File: config.mk
export PLATFORM = sky130hd
export DESIGN_NAME = sonet_frame_scrambler
export DESIGN_NICKNAME = d
export VERILOG_FILES = /design/src/rtl/sfs_pkg.sv /design/src/rtl/sfs_pos_tracker.sv /design/src/rtl/sfs_keystream.sv /design/src/rtl/sonet_frame_scrambler.sv
export SDC_FILE = /design/constraint.sdc
export NUM_CORES = 1
export LEC_CHECK = 0
export ABC_AREA = 1
export BUFFER_PORTS_ARGS = -buffer_cell sky130_fd_sc_hd__buf_2
export CAP_MARGIN = 10
export CORE_MARGIN = 2
export CORE_UTILIZATION = 55
export CTS_CLUSTER_SIZE = 14
export DETAILED_ROUTE_END_ITERATION = 6
export GPL_TIMING_DRIVEN = 1
export PLACE_DENSITY = 0.76
export SETUP_SLACK_MARGIN = 0.1
export SLEW_MARGIN = 10
export SYNTH_ARGS = -nofsm -noshare
export SYNTH_HDL_FRONTEND = slang
export SYNTH_SLANG_ARGS = --single-unit
File: constraint.sdc
create_clock -name clk_i -period 1.48 [get_ports clk_i]
set_input_delay 0 -clock clk_i [delete_from_list [all_inputs] [get_ports clk_i]]
set_output_delay 0 -clock clk_i [all_outputs]
set_load 0.02 [all_outputs]
File: src/rtl/sfs_pkg.sv
package sfs_pkg;
  localparam int unsigned LFSR_W = 7;
  typedef logic [LFSR_W-1:0] lfsr_t;
  localparam lfsr_t LFSR_SEED = '1;

  // one serial step of 1 + x^6 + x^7, output taken from the top stage
  function automatic lfsr_t lfsr_step(input lfsr_t s);
    return {s[LFSR_W-2:0], s[LFSR_W-1] ^ s[LFSR_W-2]};
  endfunction
endpackage

File: src/rtl/sfs_pos_tracker.sv
module sfs_pos_tracker #(
  parameter int unsigned FRAME_BYTES = 2430,
  parameter int unsigned SKIP_BYTES  = 9,
  localparam int unsigned POS_W = $clog2(FRAME_BYTES)
) (
  input  logic             clk_i,
  input  logic             rst_ni,
  input  logic             frame_start_i,
  output logic [POS_W-1:0] pos_o,
  output logic             skip_o
);
  localparam logic [POS_W-1:0] LAST_POS = POS_W'(FRAME_BYTES - 1);
  localparam logic [POS_W-1:0] SKIP_END = POS_W'(SKIP_BYTES);

  logic [POS_W-1:0] cnt_q;

  assign pos_o  = frame_start_i ? '0 : cnt_q;
  assign skip_o = pos_o < SKIP_END;

  always_ff @(posedge clk_i or negedge rst_ni) begin
    if (!rst_ni)                cnt_q <= '0;
    else if (pos_o == LAST_POS) cnt_q <= '0;
    else                        cnt_q <= pos_o + 1'b1;
  end
endmodule

File: src/rtl/sfs_keystream.sv
module sfs_keystream
  import sfs_pkg::*;
#(
  parameter int unsigned BYTE_W = 8
) (
  input  logic              clk_i,
  input  logic              rst_ni,
  input  logic              reseed_i,
  output logic [BYTE_W-1:0] mask_o,
  output lfsr_t             state_o
);
  lfsr_t state_q;
  lfsr_t chain [BYTE_W+1];

  assign chain[0] = state_q;

  for (genvar b = 0; b < BYTE_W; b++) begin : g_bit
    assign mask_o[BYTE_W-1-b] = chain[b][LFSR_W-1];
    assign chain[b+1]         = lfsr_step(chain[b]);
  end

  // hold seed across skipped bytes, advance otherwise
  always_ff @(posedge clk_i or negedge rst_ni) begin
    if (!rst_ni)       state_q <= LFSR_SEED;
    else if (reseed_i) state_q <= LFSR_SEED;
    else               state_q <= chain[BYTE_W];
  end

  assign state_o = state_q;
endmodule

File: src/rtl/sonet_frame_scrambler.sv
module sonet_frame_scrambler
  import sfs_pkg::*;
#(
  parameter int unsigned STS_N = 3,
  parameter int unsigned BYTE_W = 8,
  localparam int unsigned FRAME_BYTES = 810 * STS_N,
  localparam int unsigned SKIP_BYTES  = 3 * STS_N,
  localparam int unsigned POS_W       = $clog2(FRAME_BYTES)
) (
  input  logic              clk_i,
  input  logic              rst_ni,
  input  logic [BYTE_W-1:0] data_i,
  input  logic              frame_start_i,
  input  logic              scr_en_i,
  output logic [BYTE_W-1:0] data_o
);
  logic [POS_W-1:0]  byte_pos;
  logic              in_skip;
  logic [BYTE_W-1:0] mask;
  lfsr_t             lfsr_state;
  logic [BYTE_W-1:0] data_q;

  sfs_pos_tracker #(
    .FRAME_BYTES(FRAME_BYTES),
    .SKIP_BYTES (SKIP_BYTES)
  ) u_pos (
    .clk_i        (clk_i),
    .rst_ni       (rst_ni),
    .frame_start_i(frame_start_i),
    .pos_o        (byte_pos),
    .skip_o       (in_skip)
  );

  sfs_keystream #(.BYTE_W(BYTE_W)) u_ks (
    .clk_i   (clk_i),
    .rst_ni  (rst_ni),
    .reseed_i(in_skip),
    .mask_o  (mask),
    .state_o (lfsr_state)
  );

  always_ff @(posedge clk_i or negedge rst_ni) begin
    if (!rst_ni)                   data_q <= '0;
    else if (scr_en_i && !in_skip) data_q <= data_i ^ mask;
    else                           data_q <= data_i;
  end

  assign data_o = data_q;
endmodule

==> metrics.md <==
| Metric | Value |
|---|---|
| Outcome | finished with violations |
| Failing checks | negative setup slack |
| Num ports | 20 |
| First-pass GRT wire length | 6240 um |
| Met2 Usage GRT | ~44% |
| Clk slew on worst S/H paths | approximately 0.15 ns |
| Crit-path cells | inv_2 -> nor2_4 -> inv_4 -> ha_4 -> nand4_1 -> nor2_1 -> nand3_2 -> o21ai_1 -> nor2_1 |
| Tmin final | between 1.5 and 2 ns |
| GR Util met3 | 2.04% |
| CP Launch Type | flip-flop |
| Total gr overflow | 0 |
| WL per Instance | 15.1 um |
| Final net count | roughly 250 |
| Die Y | roughly 57 um |
| Cells after Synth | between 150 and 200 |
| Register-to-Register Setup Slack | -0.05 ns |
| Hold Path Class | in -> reg |
| Drt drc | 0 |
| Pwr Density | 675 nW/um^2 |
| Reg-to-reg startpoint | u_pos.cnt_q[1]$_DFF_PN0_ |
| Hold Path Depth | 3 |
| Post-DP Area | roughly 1700 sq um |
| Pre-CTS setup slack | -0.00652 ns |
| R2R Path End | u_pos.cnt_q[7]$_DFF_PN0_ |
| Root buf cell | clkbuf_4 |
| Ant. Diodes | 0 |
| Core Box Area | about 2700 sq um |
| CP max-delay cell | dfrtp_1 |
| Clk_lat worst skew | ~0.33 ns |
| H-tree depth | 1 |
| WS Path Type | reg -> reg |
| Tcrit/Tclk final | 104% |
| Clk_skew | between 0.002 and 0.003 ns |
| Initial antenna violation count | 0 |
| Maximum capacitance violations | 0 |
| Rel. slew slack | between 50 and 60% |
| Starting Density | 57.4% |
| Worst vdd ir | 0.000592 V |
| Gr busiest metal | met2 |
| Worst-Margin Slew | ~0.6 ns |
| Final setup margin | -0.0549 ns |
| Pre-antenna DRT Iters | 5 |
| Die Area | approximately 3300 sq um |
| Final HPWL DP | about 2200 um |
| Seq cells post-synth | 27 |
| Die X | ~57 um |
| Final estimated routing congestion in global placement | 0.908 |
| CTS tree | done |
| Total GRT Usage | approximately 25% |
| Fill cells | 204 |
| Critical Path Fanout Max | 4 |
| Share of layout cells above drive strength 1 | between 30% and 40% |
| Number of global-route vias before repair | 1431 |
| Yosys cell types | 28 |
| RSZ-0062 raised after global routing | yes |
| Cell mode on critical path | nor2_1 |
| Pin count of the biggest net entering global routing | 28 |
| Finish-stage setup viols | 1 |
| Static leakage | 1.01 nW |
| Area Growth Syn to Fin | 29.8% |
| Port Buf Inserts | 19 |
| Seq/Total Area, Yosys | 44.0% |
| Critical hold path startpoint | scr_en_i |
| Post-Syn Nets | around 210 |
| Post-route cell area | approximately 2000 sq um |
| Critical path capture point type | flip-flop |
| CP peak stage delay | approximately 0.4 ns |
| Routed vias | around 1500 |
| Sink Count | 27 |
| Arr. time, crit path | ~1.8 ns |
| CP required | approximately 1.7 ns |
| DR vias/cell | 5.47 |
| Mapped cell area | roughly 1600 sq um |
| FP Rows | 19 |
| Antenna-violating nets left | 0 |
| Commonest non-fill, non-tap cell in the layout | nand2_1 |
| Max Slew Vio Count | 0 |
| Most frequent cells in the layout | nand2_1 (48), inv_1 (21), dfrtp_1 (20) |
| Highest clock rate | ~650 MHz |
| Syn. warnings | 0 |
| Initial drt markers | between 150 and 200 |
| Hold Path End | data_o[6]$_DFF_PN0_ |
| Reg2Reg Depth | 9 |
| WL final | 4040 um |
| CTS buffer count | 3 |
| Clock Tree Buf Depth | 2 |
| GR Util met1 | between 30% and 40% |
| Avg Cell Area, Syn | 7.89 sq um |
| Final Hold Fails | 0 |
-- cell type report --
class | instances | area (sq um) | share of cell area (%)
multi-input cells | 140 | 898 | 44.5
inverters | 28 | 110 | 5.45
clock buffers | 3 | 22.5 | 1.12
repair buffers | 38 | 260 | 12.9
clock inverters | 1 | 5.00 | 0.248
flip-flops and latches | 27 | 684 | 33.9
well taps | 31 | 38.8 | 1.92
-- through the flow --
stage	instances	utilization, %	power [mW]	TNS, ns	hold slack, ns
5_1_grt	268	74.5	1.42	-0.823	0.0364
2_1_floorplan	197	-	0.888	0	-0.296
6_report	268	74.5	1.36	-0.0549	0.0227
4_1_cts	265	70.2	1.33	0	0.00839
3_5_place_dp	245	61.6	0.951	-0.00652	0.0442
3_3_place_gp	245	61.6	0.945	0	0.0378
-- cells by family (layout without fill, tap and decap cells) --
kind of cell               count (synthesis)  after routing  synth area share (%)
buffers and inverters                     31             70                  8.53
xor gates and xnor gates                  11             11                  6.20
and+or+nand+nor                          117            118                  34.9
adders and majority gates                  3              3                  2.41
DFF                                       27             27                  44.0
AOI/OAI and AO/OA                          8              8                  3.94
-- worst max-delay path: cells and delay by family (launching register included) --
family,cells,cell delay (ns)
flops,1,0.40
buf+inv,2,0.15
simple gates,5,0.64
fa+ha+maj,1,0.12
compound gates,1,0.13
-- worst max-delay path by stage --
stage	startpoint	endpoint	slack [ns]	depth (start not counted)
after CTS	u_pos.cnt_q[1]$_DFF_PN0_	data_o[7]$_DFF_PN0_	0.06	10
final	u_pos.cnt_q[1]$_DFF_PN0_	u_pos.cnt_q[7]$_DFF_PN0_	-0.05	9
after global placement	u_pos.cnt_q[1]$_DFF_PN0_	data_o[1]$_DFF_PN0_	0.06	11
after detailed placement	u_pos.cnt_q[1]$_DFF_PN0_	data_o[1]$_DFF_PN0_	-0.007	11
after floorplan	u_pos.cnt_q[1]$_DFF_PN0_	data_o[4]$_DFF_PN0_	0.16	12
after global routing	u_pos.cnt_q[1]$_DFF_PN0_	u_pos.cnt_q[7]$_DFF_PN0_	-0.14	9
-- synth_stat cells --
| master | instances | area, sq um |
|---|---|---|
| nand3_1 | 22 | 110 |
| a21oi_1 | 2 | 10.0 |
| nor2_1 | 20 | 75.1 |
| buf_2 | 1 | 5.00 |
| nor3_4 | 1 | 16.3 |
| o21ai_1 | 2 | 10.0 |
| inv_1 | 25 | 93.8 |
| nand4_1 | 1 | 6.26 |
| ha_1 | 3 | 37.5 |
| nor3_1 | 5 | 25.0 |
| nor2_2 | 2 | 12.5 |
| o21ai_0 | 1 | 5.00 |
| or2_2 | 2 | 12.5 |
| o21ai_2 | 2 | 17.5 |
| dfrtp_1 | 20 | 500 |
| nand3b_1 | 1 | 7.51 |
| inv_2 | 3 | 11.3 |
| xor2_1 | 8 | 70.1 |
| nand2_1 | 55 | 206 |
| and3_1 | 1 | 6.26 |
| nand2_2 | 2 | 12.5 |
| nor2_4 | 1 | 11.3 |
| xnor2_1 | 3 | 26.3 |
| o21bai_4 | 1 | 18.8 |
| nand2_4 | 1 | 11.3 |
| buf_6 | 2 | 22.5 |
| dfstp_2 | 7 | 184 |
| nand3_2 | 3 | 30.0 |
-- power breakdown --
group / total, mW / switching [mW] / internal (mW)
sequential: 0.784 / 0.0167 / 0.767
combinational: 0.250 / 0.145 / 0.105
clock: 0.328 / 0.227 / 0.102
total: 1.36 / 0.389 / 0.974
-- flip-flops by register name (all words and copies together) (netlist names) --
register,flops
u_ks.state_o,7
data_o,8
u_pos.cnt_q,12
-- timing repair --
| action | 4_1_cts | 5_1_grt |
|---|---|---|
| endpoints found under the hold margin | 28 | 0 |
| endpoints found under the setup margin | 26 | 27 |
| resized for setup | 17 | 24 |
| hold buffers | 9 | 0 |
| cloned | 1 | 0 |
| pin swaps | 12 | 14 |
| setup buffers | 6 | 3 |
-- per-layer routing --
layer	up-vias	part of all wire, %
met5	-	0
met4	0	3.9
met3	16	4.1
met2	55	54
met1	704	38
li1	691	-
Note: power is estimated with default switching activity, not from simulation.
